`src/rtl/ptoh_pkg.sv`:
```
// Shared types for the processor-to-host translator.
// Assumes: the size code is 3 bits wide; the host attribute set is fixed.
package ptoh_pkg;

    // Processor transfer size code carried in the attribute field.
    typedef enum logic [2:0] {
        SZ_B1   = 3'd0,
        SZ_B2   = 3'd1,
        SZ_B4   = 3'd2,
        SZ_B8   = 3'd3,
        SZ_B16  = 3'd4,
        SZ_B32  = 3'd5,
        SZ_B64  = 3'd6,
        SZ_B128 = 3'd7
    } xfer_size_e;

    // Discrete host-side attributes derived from one processor request.
    typedef struct packed {
        logic       wr;
        logic       dw64;
        logic       burst;
        logic [1:0] tsize;
        logic [1:0] blen;
        logic       chain;   // request needs two chained host bursts
    } host_attr_t;

    // Issue sequencer states.
    typedef enum logic {
        ST_IDLE  = 1'b0,
        ST_ISSUE = 1'b1
    } issue_state_e;

endpackage

```
`src/rtl/xl_attr_map.sv`:
```
// Attribute mapper: turns the processor direction bit and size code into
// host width, burst, partial-size and burst-length attributes.
// Assumes: purely combinational; the caller samples the result on accept.
module xl_attr_map
    import ptoh_pkg::*;
(
    input  logic       wr_i,
    input  logic [2:0] size_i,
    output host_attr_t attr_o
);

    // Size-dependent mapping table.
    always_comb begin
        attr_o    = '0;
        attr_o.wr = wr_i;
        case (xfer_size_e'(size_i))
            SZ_B1:   attr_o.tsize = 2'b01;
            SZ_B2:   attr_o.tsize = 2'b10;
            SZ_B4:   attr_o.tsize = 2'b00;
            SZ_B8: begin
                attr_o.dw64  = 1'b1;
                attr_o.burst = 1'b1;
                attr_o.blen  = 2'd0;
            end
            SZ_B16: begin
                attr_o.dw64  = 1'b1;
                attr_o.burst = 1'b1;
                attr_o.blen  = 2'd1;
            end
            SZ_B32: begin
                attr_o.dw64  = 1'b1;
                attr_o.burst = 1'b1;
                attr_o.blen  = 2'd2;
            end
            SZ_B64: begin
                attr_o.dw64  = 1'b1;
                attr_o.burst = 1'b1;
                attr_o.blen  = 2'd3;
            end
            SZ_B128: begin
                attr_o.dw64  = 1'b1;
                attr_o.burst = 1'b1;
                attr_o.blen  = 2'd3;
                attr_o.chain = 1'b1;
            end
            default: attr_o.tsize = 2'b00;
        endcase
    end

endmodule

```
`src/rtl/xl_issue_fsm.sv`:
```
// Host issue sequencer: holds one captured request and presents it on the
// request/acknowledge handshake. A chained request is re-issued once at
// the next chunk address, with the continuation flag on the first part.
// Assumes: start_i is only raised while busy_o is low; h_err_i is only
// meaningful together with h_ack_i.
module xl_issue_fsm
    import ptoh_pkg::*;
#(
    parameter int ADDR_W      = 36,
    parameter int CHUNK_BYTES = 64
) (
    input  logic              clk,
    input  logic              rst_n,
    input  logic              start_i,
    input  logic [ADDR_W-1:0] addr_i,
    input  host_attr_t        attr_i,
    input  logic              h_ack_i,
    input  logic              h_err_i,
    output logic              busy_o,
    output logic [ADDR_W-1:0] h_addr_o,
    output host_attr_t        h_attr_o,
    output logic              h_more_o,
    output logic              fin_o,
    output logic              fin_err_o
);

    localparam logic [ADDR_W-1:0] CHUNK_STEP = ADDR_W'(CHUNK_BYTES);

    issue_state_e state_q;
    logic         second_q;

    assign busy_o = (state_q == ST_ISSUE);

    // Transaction completes on the last acknowledge or on any error.
    assign fin_o     = busy_o && h_ack_i && (!second_q || h_err_i);
    assign fin_err_o = fin_o && h_err_i;

    // Capture the request, then advance through one or two host chunks.
    always_ff @(posedge clk) begin
        if (!rst_n) begin
            state_q  <= ST_IDLE;
            second_q <= 1'b0;
            h_addr_o <= '0;
            h_attr_o <= '0;
            h_more_o <= 1'b0;
        end else begin
            case (state_q)
                ST_IDLE: begin
                    if (start_i) begin
                        state_q  <= ST_ISSUE;
                        h_addr_o <= addr_i;
                        h_attr_o <= attr_i;
                        h_more_o <= attr_i.chain;
                        second_q <= attr_i.chain;
                    end
                end
                default: begin
                    if (h_ack_i) begin
                        if (second_q && !h_err_i) begin
                            h_addr_o <= h_addr_o + CHUNK_STEP;
                            h_more_o <= 1'b0;
                            second_q <= 1'b0;
                        end else begin
                            state_q  <= ST_IDLE;
                            h_more_o <= 1'b0;
                            second_q <= 1'b0;
                        end
                    end
                end
            endcase
        end
    end

    // request and attributes hold while waiting for acknowledge.
    assert_req_stable_R11: assert property (@(posedge clk) disable iff (!rst_n)
        busy_o && !h_ack_i |=> busy_o && $stable(h_addr_o) && $stable(h_attr_o)
                               && $stable(h_more_o));

    // an acknowledged continuation is followed by its final chunk.
    assert_chain_follow_R5: assert property (@(posedge clk) disable iff (!rst_n)
        busy_o && h_more_o && h_ack_i && !h_err_i |=> busy_o && !h_more_o);

    // an error acknowledge always ends the transaction.
    assert_err_ends_R9: assert property (@(posedge clk) disable iff (!rst_n)
        busy_o && h_ack_i && h_err_i |=> !busy_o);

endmodule

```
`src/rtl/xl_resp.sv`:
```
// Processor-side response generator: registers the ready, retry and
// error pulses for posted writes, refused address phases and read ends.
// Assumes: at most one of accept and retry is raised per cycle.
module xl_resp (
    input  logic clk,
    input  logic rst_n,
    input  logic accept_wr_i,
    input  logic retry_i,
    input  logic fin_i,
    input  logic fin_err_i,
    input  logic cur_wr_i,
    output logic p_rdy_o,
    output logic p_rty_o,
    output logic p_err_o
);

    // One-cycle response pulses, one cycle after their cause.
    always_ff @(posedge clk) begin
        if (!rst_n) begin
            p_rdy_o <= 1'b0;
            p_rty_o <= 1'b0;
            p_err_o <= 1'b0;
        end else begin
            p_rdy_o <= accept_wr_i || (fin_i && !fin_err_i && !cur_wr_i);
            p_rty_o <= retry_i;
            p_err_o <= fin_i && fin_err_i && !cur_wr_i;
        end
    end

    // ready and error are never given together.
    assert_rdy_err_excl_R9: assert property (@(posedge clk) disable iff (!rst_n)
        !(p_rdy_o && p_err_o));

    // retry is never given together with ready.
    assert_rty_rdy_excl_R7: assert property (@(posedge clk) disable iff (!rst_n)
        !(p_rty_o && p_rdy_o));

endmodule

```
`src/rtl/ptoh_xlate.sv`:
```
// Processor-to-host transaction translator top. Splits the multiplexed
// address phase into address and attribute field, maps attributes, posts
// writes, refuses new address phases while busy, and reports read ends.
// Assumes: one transaction in flight; host side completes every request.
module ptoh_xlate
    import ptoh_pkg::*;
#(
    parameter int BUS_W       = 64,
    parameter int ADDR_W      = 36,
    parameter int CHUNK_BYTES = 64
) (
    input  logic              clk,
    input  logic              rst_n,
    input  logic              p_as,
    input  logic [BUS_W-1:0]  p_ad,
    output logic              p_rdy,
    output logic              p_rty,
    output logic              p_err,
    output logic              h_req,
    output logic [ADDR_W-1:0] h_addr,
    output logic              h_wr,
    output logic              h_dw64,
    output logic              h_burst,
    output logic [1:0]        h_tsize,
    output logic [1:0]        h_blen,
    output logic              h_more,
    input  logic              h_ack,
    input  logic              h_err
);

    localparam int WR_BIT   = ADDR_W;
    localparam int SIZE_LSB = ADDR_W + 1;
    localparam int SIZE_W   = 3;
    localparam int HI_LSB   = SIZE_LSB + SIZE_W;

    host_attr_t map_attr;
    host_attr_t cur_attr;
    logic       busy;
    logic       accept;
    logic       retry;
    logic       fin;
    logic       fin_err;
    logic       unused_attr_hi;

    // Upper attribute bits carry nothing this block acts on.
    assign unused_attr_hi = ^p_ad[BUS_W-1:HI_LSB];

    // Address phase is either taken or refused.
    assign accept = p_as && !busy;
    assign retry  = p_as && busy;

    xl_attr_map u_map (
        .wr_i   (p_ad[WR_BIT]),
        .size_i (p_ad[SIZE_LSB +: SIZE_W]),
        .attr_o (map_attr)
    );

    xl_issue_fsm #(
        .ADDR_W      (ADDR_W),
        .CHUNK_BYTES (CHUNK_BYTES)
    ) u_issue (
        .clk       (clk),
        .rst_n     (rst_n),
        .start_i   (accept),
        .addr_i    (p_ad[ADDR_W-1:0]),
        .attr_i    (map_attr),
        .h_ack_i   (h_ack),
        .h_err_i   (h_err),
        .busy_o    (busy),
        .h_addr_o  (h_addr),
        .h_attr_o  (cur_attr),
        .h_more_o  (h_more),
        .fin_o     (fin),
        .fin_err_o (fin_err)
    );

    xl_resp u_resp (
        .clk         (clk),
        .rst_n       (rst_n),
        .accept_wr_i (accept && p_ad[WR_BIT]),
        .retry_i     (retry),
        .fin_i       (fin),
        .fin_err_i   (fin_err),
        .cur_wr_i    (cur_attr.wr),
        .p_rdy_o     (p_rdy),
        .p_rty_o     (p_rty),
        .p_err_o     (p_err)
    );

    // Drive the discrete host attribute pins.
    assign h_req   = busy;
    assign h_wr    = cur_attr.wr;
    assign h_dw64  = cur_attr.dw64;
    assign h_burst = cur_attr.burst;
    assign h_tsize = cur_attr.tsize;
    assign h_blen  = cur_attr.blen;

    // every host burst is 64 bits wide with a full size code.
    assert_burst_wide_R4: assert property (@(posedge clk) disable iff (!rst_n)
        h_req && h_burst |-> h_dw64 && (h_tsize == 2'b00));

    // singles are always 32 bits wide with no burst length.
    assert_single_narrow_R2: assert property (@(posedge clk) disable iff (!rst_n)
        h_req && !h_burst |-> !h_dw64 && (h_blen == 2'd0) && !h_more);

    // a retry pulse only follows an address strobe.
    assert_rty_cause_R7: assert property (@(posedge clk) disable iff (!rst_n)
        p_rty |-> $past(p_as));

    // an accepted write is answered ready in the next cycle.
    assert_wr_posted_R6: assert property (@(posedge clk) disable iff (!rst_n)
        p_as && !h_req && p_ad[WR_BIT] |=> p_rdy && h_req);

endmodule

```
`config.mk`:
```
export PLATFORM = sky130hd
export DESIGN_NAME = ptoh_xlate
export DESIGN_NICKNAME = d
export VERILOG_FILES = /design/src/rtl/ptoh_pkg.sv /design/src/rtl/xl_attr_map.sv /design/src/rtl/xl_issue_fsm.sv /design/src/rtl/xl_resp.sv /design/src/rtl/ptoh_xlate.sv
export SDC_FILE = /design/constraint.sdc
export NUM_CORES = 1
export LEC_CHECK = 0
export BUFFER_PORTS_ARGS = -buffer_cell sky130_fd_sc_hd__buf_2
export CAP_MARGIN = 10
export CORE_UTILIZATION = 40
export CTS_CLUSTER_DIAMETER = 120
export DETAILED_ROUTE_END_ITERATION = 16
export GPL_TIMING_DRIVEN = 1
export PLACE_DENSITY = 0.73
export SLEW_MARGIN = 25
export SYNTH_ARGS = -nofsm -noshare
export SYNTH_HDL_FRONTEND = slang
export SYNTH_SLANG_ARGS = --single-unit
```
`constraint.sdc`:
```
create_clock -name clk -period 2.1 [get_ports clk]
set_input_delay 0.21 -clock clk [delete_from_list [all_inputs] [get_ports clk]]
set_output_delay 0.21 -clock clk [all_outputs]
set_load 0.005 [all_outputs]
```
==> results of run 1 <==
-- critical path, delay by kind of cell (launching register included) --
| kind | cells | cell delay, ns |
|---|---|---|
| and+or+nand+nor | 3 | 0.87 |
| DFF | 1 | 0.44 |
| muxes | 1 | 0.37 |
| AOI/OAI and AO/OA | 1 | 0.15 |
-- worst min-delay path by stage --
stage | from | end | slack [ns] | cells after the start
floorplan | h_err | u_resp.p_rdy_o | 0.31 | 1
global placement | h_err | u_resp.p_rdy_o | 0.44 | 2
detailed placement | u_issue.h_addr_o[4] | u_issue.h_addr_o[4] | 0.44 | 2
CTS | p_ad[4] | u_issue.h_addr_o[4] | 0.13 | 3
global route | p_ad[0] | u_issue.h_addr_o[0] | 0.13 | 3
finish | p_ad[5] | u_issue.h_addr_o[5] | 0.14 | 3
-- area by class of cell --
class,instances,area (um2)
Fill cell,625,3020
Multi-Input combinational cell,264,1600
Sequential cell,47,943
Timing Repair Buffer,112,611
Tap cell,77,96.3
Clock buffer,7,76.3
Inverter,8,30.0
Clock inverter,1,5.00
-- cells in the final DEF, fill, tap and decap left out, types with 9 or more instances in the layout --
master	synthesis	layout
nor2_1	11	11
dfxtp_1	47	45
nor3b_1	10	10
o22ai_1	9	9
o21ai_0	12	12
buf_4	2	20
nand2_1	51	51
nand3_1	19	19
buf_2	5	92
a21oi_1	46	46
-- cells by family after synthesis --
logic type               Yosys count  share of synthesized area [%]
buffers and inverters             31                           4.88
adder cells (fa/ha/maj)            1                          0.469
XOR/XNOR                           1                          0.328
AND/OR/NAND/NOR                  153                           32.5
flip-flops                        47                           35.3
AO/OA/AOI/OAI                     97                           21.8
multiplexers                      12                           4.78
-- power groups by stage --
stage / Combinational, uW / Clock [uW] / Sequential [uW]
finish: 387 / 544 / 1020
floorplan: 208 / 0 / 1030
global route: 431 / 594 / 1030
detailed placement: 385 / 0 / 1040
CTS: 387 / 550 / 1020
global placement: 376 / 0 / 1030
-- stage by stage --
| stage | instances | utilization, % | setup slack (ns) |
|---|---|---|---|
| 3_3_place_gp | 508 | 51.3 | 0.172 |
| 6_report | 516 | 52.7 | 0.169 |
| 4_1_cts | 516 | 52.6 | 0.132 |
| 2_1_floorplan | 342 | - | 0.195 |
| 3_5_place_dp | 508 | 51.3 | 0.159 |
| 5_1_grt | 516 | 52.7 | 0.0254 |
-- sequential cells by signal, indices dropped and copies added, names as in the netlist --
signal,count
u_issue.busy_o,1
u_issue.h_addr_o,36
u_issue.h_attr_o,6
u_issue.h_more_o,1
u_resp.p_err_o,1
u_resp.p_rdy_o,1
u_resp.p_rty_o,1
-- metal layers --
metal | vias to the layer above | GRT usage [%]
met5 | - | 0
met4 | 0 | 8.78
met3 | 13 | 5.74
met2 | 124 | 37.5
met1 | 1373 | 28.3
li1 | 1453 | -
-- what timing repair did --
action                                  CTS  global route
gates resized for setup                   0             3
endpoints found under the hold margin     0             0
hold buffers                              0             0
endpoints found under the setup margin    0             2
==> impl_metrics.csv, run 1 <==
group,metric,value,unit
run_status,result_of_the_run,"complete, no violations",
synth,netlist_instances,342,
sta,tightestPinTransition,0.534,ns
synth,synth.cell_area,0.00267,mm2
power,power.combinational.fraction,19.9,%
die,die_height,83.7,um
sta,fmax,0.518,GHz
power,p_total,1950,uW
global_route,gr-total-overflow,0,
detailed_routing,drt-met1-wl,3.45,mm
critical_path,timing.critical_path.cells,"nand4_4 > or3_1 > nor3b_2 > mux2_2 > a21o_1",
die,fp.dieW,83.7,um
critical_path,critPathCaptureType,"flip-flop",
power,power.share.sequential,52.2,%
global_route,grt_max_degree,56,
detailed_routing,wl,7.91,mm
sta,setup-violations-final,0,
placed_design,place_congestion,0.823,
synth,post-synth-top-area-cell,"dfxtp_1",
detailed_routing,met3WireLength,583,um
die,placementRows,29,
synth,synth_largest_type_area_fraction,35.3,%
power,vdd.ir_drop.worst,0.000354,V
placed_design,port_buffers,92,
hold_path,timing.hold.worst.class,"in2reg",
synth,ys_types,54,
detailed_routing,wire_per_inst,15.3,um
final_layout,diodes,0,
power,switchingPower,586,uW
global_route,number_of_antenna_violations_at_the_first_check_in_global_routing,0,
critical_path,setup.worst_path.class,"reg2reg",
sta,totalNegativeSetupSlack,0,ns
power,pwr-share-clk,27.9,%
synth,yosys.cell_count.top_type,"nand2_1",
synth,synth-async-reset-ratio,0,%
clock_tree,clk_path_buf_depth,2,
synth,synthesis.yosys.warnings,0,
synth,syn_nets,412,
sta,shortest_clock_period_the_worst_path_allows_after_layout,1.93,ns
placed_design,dp.final_hpwl,5.51,mm
critical_path,setup.worst_path.end,"u_issue.h_addr_o[35]",
sta,rsz0062_at_grt,"false",
final_layout,layout.cell_area.non_filler,0.00336,mm2
synth,synth_enable_flop_cells,0,
global_route,groute.usage.overall,22.7,%
die,die-area,0.00700,mm2
critical_path,crit_path_max_fanout,5,
detailed_routing,num_vias,2963,
clock_tree,root_buffer,"clkbuf_8",
synth,synth_top_cells_by_count,"51 x nand2_1, 47 x dfxtp_1, 46 x a21oi_1, 19 x nand3_1, 15 x clkbuf_1",
clock_tree,cts_tree,"yes",
detailed_routing,drt_pass1_iterations,4,
die,initial_utilization,41.8,%
sta,final.period_utilization,91.9,%
die,core,0.00639,mm2
clock_tree,clkSinkCount,47,
final_layout,nets_final,508,
critical_path,critPathArrivalTime,2.13,ns
critical_path,r2r_cells,5,
global_route,grt_pass1_vias,2781,
global_route,grt_first_pass_wirelength,13.0,mm
detailed_routing,viasPerCell,5.74,
critical_path,crit_path_top_delay_cell,"or3_1",
critical_path,worst_path_largest_cell_delay,0.45,ns
critical_path,cp.required,2.30,ns
power,power.share.switching,30.1,%
synth,synth.ff_latch_count,47,
placed_design,area_after_detailed_placement,0.00328,mm2
power,powerDensity,580,mW/mm2
final_layout,areaGrowthSynthToFinish,26.0,%
synth,synthFlopType,"dfxtp_1",
critical_path,reg2reg_slack,0.17,ns
clock_tree,clk_pin_slew_worst_paths,0.09,ns
detailed_routing,initial_detailed_routing_violation_count,146,
clock_tree,cts_bufs_inserted,5,
detailed_routing,top_signal_layer_used,"met4",
power,total_leakage_power,0.00144,uW
detailed_routing,detailroute.wirelength.met2,3.72,mm
sta,clock-skew-final,0.00871,ns
detailed_routing,final_antenna_net_count,0,
sta,final-max-slew-violation-count,0,
synth,seq_area_frac_synth,35.3,%
flow_run,drv_cap,0,
critical_path,regToRegEndpoint,"u_issue.h_addr_o[35]",
clock_tree,cts_setup_buffers,0,
clock_tree,worstSkewPairLatency,0.30,ns
final_layout,drive_gt1_share,31.2,%
power,internal_power,1360,uW
synth,netlist_top_cells_area,"dfxtp_1 35%, a21oi_1 8.6%, nand2_1 7.2%, nand3_1 3.6%, nor3b_1 2.8%",
die,boundaryPins,117,
sta,whs,0.140,ns
sta,hold_violations,0,
clock_tree,htree_num_levels,2,
detailed_routing,detail_route.drc_violations,0,
critical_path,crit_start,"u_issue.h_addr_o[7]",
critical_path,worst_r2r_startpoint,"u_issue.h_addr_o[7]",
synth,syn_area_per_cell,7.80,um2
critical_path,startpoint_type,"flip-flop",
sta,max_slew_margin,64.3,%
(Power assumes the default switching activity.)
==> run 2: changes to the inputs <==
Settings changed: CELL_PAD_IN_SITES_DETAIL_PLACEMENT from default to 1, CELL_PAD_IN_SITES_GLOBAL_PLACEMENT from default to 1, CORE_UTILIZATION 40 to 33, PLACE_DENSITY 0.73 to 0.84.
==> run 2 against run 1 <==
First-iteration DRC count decreased by 19%. Register-to-register slack got worse by 0.04 ns. Fmax decreased by 1.8%. Clock skew increased by 0.0014 ns. Design area increased by 2.9%. Highest routed layer unchanged.
==> impl_metrics.csv, run 2 (synthesized netlist as in run 1, its figures left out) <==
group,metric,value,unit
final_layout,layout_top_registers,"u_issue.h_addr_o: 36 flops, u_issue.h_attr_o: 6 flops",
global_route,grt_first_pass_wirelength,14.9,mm
sta,setup-violations-final,0,
sta,final.period_utilization,93.6,%
final_layout,mostFrequentLayoutCell,"buf_2",
die,core,0.00777,mm2
placed_design,area_after_detailed_placement,0.00333,mm2
clock_tree,worstSkewPairLatency,0.30,ns
sta,clock-skew-final,0.0101,ns
die,initial_utilization,34.4,%
global_route,grt_pass1_vias,3046,
detailed_routing,wire_per_inst,16.7,um
sta,hold_violations,0,
die,fp.dieW,91.9,um
placed_design,port_buffers,92,
detailed_routing,wl,9.11,mm
final_layout,top_register,"u_issue.h_addr_o",
critical_path,cp.required,2.30,ns
detailed_routing,detail_route.drc_violations,0,
sta,totalNegativeSetupSlack,0,ns
final_layout,nets_final,511,
detailed_routing,viasPerCell,5.53,
global_route,groute.usage.overall,21.8,%
sta,max_slew_margin,64.6,%
critical_path,startpoint_type,"flip-flop",
global_route,grt_max_degree,44,
power,powerDensity,616,mW/mm2
hold_path,timing.hold.worst.class,"in2reg",
sta,final-max-slew-violation-count,0,
die,boundaryPins,117,
final_layout,mostFrequentLayoutCells,"92 x buf_2, 51 x nand2_1, 46 x a21oi_1, 44 x dfxtp_1, 23 x buf_4",
placed_design,place_congestion,0.786,
final_layout,areaGrowthSynthToFinish,29.6,%
critical_path,critPathArrivalTime,2.16,ns
clock_tree,htree_num_levels,2,
power,total_leakage_power,0.00149,uW
detailed_routing,num_vias,3007,
sta,fmax,0.509,GHz
detailed_routing,initial_detailed_routing_violation_count,118,
clock_tree,cts_setup_buffers,0,
final_layout,diodes,0,
clock_tree,clkSinkCount,47,
critical_path,critPathCaptureType,"flip-flop",
clock_tree,cts_bufs_inserted,5,
global_route,number_of_antenna_violations_at_the_first_check_in_global_routing,0,
die,placementRows,32,
final_layout,final.fill_count,1010,
critical_path,crit_path_max_fanout,6,
final_layout,layout.cell_area.non_filler,0.00346,mm2
final_layout,drive_gt1_share,32.1,%
sta,rsz0062_at_grt,"false",
final_layout,post-route-util,44.5,%
critical_path,setup.worst_path.class,"reg2reg",
clock_tree,cts_hold_buf,0,
die,die-area,0.00845,mm2
power,vdd.ir_drop.worst,0.000267,V
clock_tree,clk_pin_slew_worst_paths,0.09,ns
run_status,result_of_the_run,"complete, no violations",
final_layout,largest_register_ffs,36,
clock_tree,clk_path_buf_depth,2,
placed_design,dp.final_hpwl,6.58,mm
detailed_routing,drt_pass1_iterations,4,
clock_tree,root_buffer,"clkbuf_8",
global_route,gr-total-overflow,0,
sta,shortest_clock_period_the_worst_path_allows_after_layout,1.97,ns
clock_tree,cts_tree,"yes",
detailed_routing,final_antenna_net_count,0,
sta,tightestPinTransition,0.530,ns
die,die_height,91.9,um
flow_run,drv_cap,0,
-- run 2: per-stage QoR --
stage	setup WS (ns)	std cells	hold WS [ns]	total power (uW)
floorplan	0.195	342	0.311	1240
global placement	0.171	536	0.437	1420
detailed placement	0.0355	536	0.446	1440
CTS	0.0169	544	0.126	2160
global route	0.0183	544	0.129	2250
finish	0.134	544	0.133	2130
-- run 2: layout make-up --
type | count | area [um2] | share of cell area [%]
Multi-Input combinational cell | 264 | 1610 | 46.4
Sequential cell | 47 | 945 | 27.3
Timing Repair Buffer | 115 | 633 | 18.3
Tap cell | 102 | 128 | 3.69
Clock buffer | 6 | 82.6 | 2.39
Clock inverter | 2 | 35.0 | 1.01
Inverter | 8 | 30.0 | 0.868
-- run 2: where the power goes --
group,switching (uW),internal [uW]
combinational,223,181
sequential,67.8,951
clock,323,386
total,613,1520
-- run 2: worst paths after layout --
| kind | start | endpoint | slack [ns] | cells after the start |
|---|---|---|---|---|
| setup / recovery | u_issue.h_addr_o[21] | u_issue.h_addr_o[35] | 0.13 | 5 |
| hold / removal | p_ad[3] | u_issue.h_addr_o[3] | 0.13 | 3 |
| setup reg to reg | u_issue.h_addr_o[21] | u_issue.h_addr_o[35] | 0.13 | 5 |
| hold reg to reg | u_issue.h_attr_o[1] | u_issue.h_attr_o[1] | 0.46 | 2 |
-- run 2: worst max-delay path, stage by stage, from the launching register on --
cell and delay (ns):
dfxtp_1 0.40, and4_1 0.30, and4_1 0.36, nor3b_2 0.28
mux2_2 0.37, a21o_1 0.15
-- run 2: per-layer routing --
metal / track usage (%) / vias up / share of wire, %
li1: - / 1450 / -
met1: 28.0 / 1463 / 44
met2: 38.1 / 89 / 50
met3: 4.31 / 5 / 5.6
met4: 3.91 / 0 / 0.40
met5: 0 / - / 0
-- run 2: timing repair --
item / in CTS / in global routing
setup endpoints to repair: 1 / 3
pin swaps: 0 / 0
gates resized for setup: 1 / 3
==> run 3: changes to the inputs <==
Settings changed: CORE_UTILIZATION 33 to 36, PLACE_DENSITY 0.84 to 0.9.
Clock period 2.1 ns to 2.5 ns, I/O delays scaled along.
==> run 3 against run 2 <==
Sequential power decreased by 15%. Flip-flop and latch count unchanged. Non-clock buffer count fell by 13. Largest cell class unchanged. Design area down 4.3%. Worst setup slack improved by 0.30 ns. Critical endpoint unchanged.
==> impl_metrics.csv, run 3 (synthesized netlist as in run 1, its figures left out) <==
group,metric,value,unit
sta,hold_violations,0,
clock_tree,htree_num_levels,2,
final_layout,mostFrequentLayoutCell,"buf_2",
final_layout,drive_gt1_share,28.9,%
final_layout,nets_final,498,
global_route,grt_pass1_vias,2981,
clock_tree,clk_path_buf_depth,2,
die,fp.dieW,88.1,um
detailed_routing,drt_pass1_iterations,4,
power,powerDensity,495,mW/mm2
final_layout,areaGrowthSynthToFinish,24.1,%
global_route,grt_max_degree,62,
die,boundaryPins,117,
die,initial_utilization,37.0,%
sta,rsz0062_at_grt,"false",
sta,totalNegativeSetupSlack,0,ns
global_route,gr-total-overflow,0,
sta,final-max-slew-violation-count,0,
power,total_leakage_power,0.00139,uW
sta,max_slew_margin,61.1,%
clock_tree,clkSinkCount,47,
die,placementRows,31,
final_layout,area_used_by_multi_input_combinational_logic,0.00160,mm2
detailed_routing,viasPerCell,5.71,
flow_run,drv_cap,0,
run_status,result_of_the_run,"complete, no violations",
global_route,number_of_antenna_violations_at_the_first_check_in_global_routing,0,
clock_tree,clk_pin_slew_worst_paths,0.09,ns
clock_tree,root_buffer,"clkbuf_8",
clock_tree,cts_setup_buffers,0,
critical_path,critPathCaptureType,"flip-flop",
sta,shortest_clock_period_the_worst_path_allows_after_layout,2.07,ns
die,core,0.00721,mm2
final_layout,mostFrequentLayoutCells,"92 x buf_2, 51 x nand2_1, 46 x a21oi_1, 46 x dfxtp_1, 19 x nand3_1",
placed_design,dp.final_hpwl,6.34,mm
final_layout,layout_top_registers,"u_issue.h_addr_o: 36 flops, u_issue.h_attr_o: 6 flops",
sta,setup-violations-final,0,
clock_tree,worstSkewPairLatency,0.30,ns
final_layout,final.fill_count,941,
placed_design,area_after_detailed_placement,0.00323,mm2
final_layout,final-seq-area,942,um2
die,die-area,0.00776,mm2
critical_path,startpoint_type,"flip-flop",
placed_design,port_buffers,92,
sta,clock-skew-final,0.00253,ns
detailed_routing,detail_route.drc_violations,0,
power,vdd.ir_drop.worst,0.000225,V
global_route,groute.usage.overall,23.2,%
detailed_routing,wire_per_inst,16.7,um
power,p_total,1640,uW
critical_path,cp.required,2.71,ns
detailed_routing,num_vias,3016,
critical_path,crit_path_top_delay_cell,"dfxtp_1",
critical_path,worst_path_largest_cell_delay,0.51,ns
final_layout,diodes,0,
critical_path,crit_path_max_fanout,8,
sta,tightestPinTransition,0.584,ns
clock_tree,cts_tree,"yes",
sta,final.period_utilization,82.6,%
detailed_routing,initial_detailed_routing_violation_count,149,
global_route,grt_first_pass_wirelength,14.0,mm
clock_tree,cts_hold_buf,0,
clock_tree,cts_repair_resize_count,0,
placed_design,place_congestion,0.774,
final_layout,largest_register_ffs,36,
critical_path,timing.critical_path.cells,"nand4_4 > or3_1 > nor3b_2 > mux2_2 > a21o_1",
clock_tree,cts_bufs_inserted,5,
hold_path,timing.hold.worst.class,"in2reg",
die,die_height,88.1,um
detailed_routing,wl,8.80,mm
detailed_routing,final_antenna_net_count,0,
final_layout,layout.cell_area.non_filler,0.00331,mm2
critical_path,setup.worst_path.class,"reg2reg",
critical_path,critPathArrivalTime,2.27,ns
final_layout,top_register,"u_issue.h_addr_o",
sta,fmax,0.484,GHz
run 3: cell count changes in the layout (fill, tap and decap cells not counted), sizes merged:
cell / previous run / this run
bufinv: 1 / 0
clkbuf: 6 / 7
buf: 115 / 102
run 3: layout make-up:
class                   count  area share, %
well taps                  99           3.74
multi-input cells         264           48.3
inverters                   8          0.907
clock buffers               7           2.31
clock inverters             1          0.151
repair buffers            102           16.2
flip-flops and latches     47           28.5
run 3: critical path: cells and delay by family, from the launching register on:
family	cells	cell delay, ns
compound gates	1	0.15
flops	1	0.51
mux	1	0.38
simple gates	3	0.93
run 3: routing by layer:
layer / share of wire (%) / wire (um) / global-route usage [%]
met1: 42 / 3690 / 25.7
met2: 51 / 4520 / 44.2
met3: 5.3 / 463 / 4.05
met4: 1.3 / 117 / 7.92
met5: 0 / 0 / 0
run 3: per-stage QoR:
step	setup WS, ns	hold WS [ns]	cells	util [%]
3_3_place_gp	0.516	0.437	520	44.8
4_1_cts	0.427	0.168	528	45.9
6_report	0.434	0.173	528	45.9
3_5_place_dp	0.433	0.448	520	44.8
5_1_grt	0.287	0.175	528	45.9
2_1_floorplan	0.595	0.351	342	-
run 3: final timing paths:
check / slack [ns] / to / from / depth (start not counted)
setup / recovery: 0.43 / u_issue.h_addr_o[35] / u_issue.h_addr_o[8] / 5
hold / removal: 0.17 / u_issue.h_addr_o[5] / p_ad[5] / 3
setup reg to reg: 0.43 / u_issue.h_addr_o[35] / u_issue.h_addr_o[8] / 5
hold reg to reg: 0.46 / u_issue.h_addr_o[0] / u_issue.h_addr_o[0] / 2
run 3: power breakdown:
group | switching, uW | internal, uW
clock network | 264 | 197
logic | 175 | 142
registers | 63.2 | 799
total | 502 | 1140
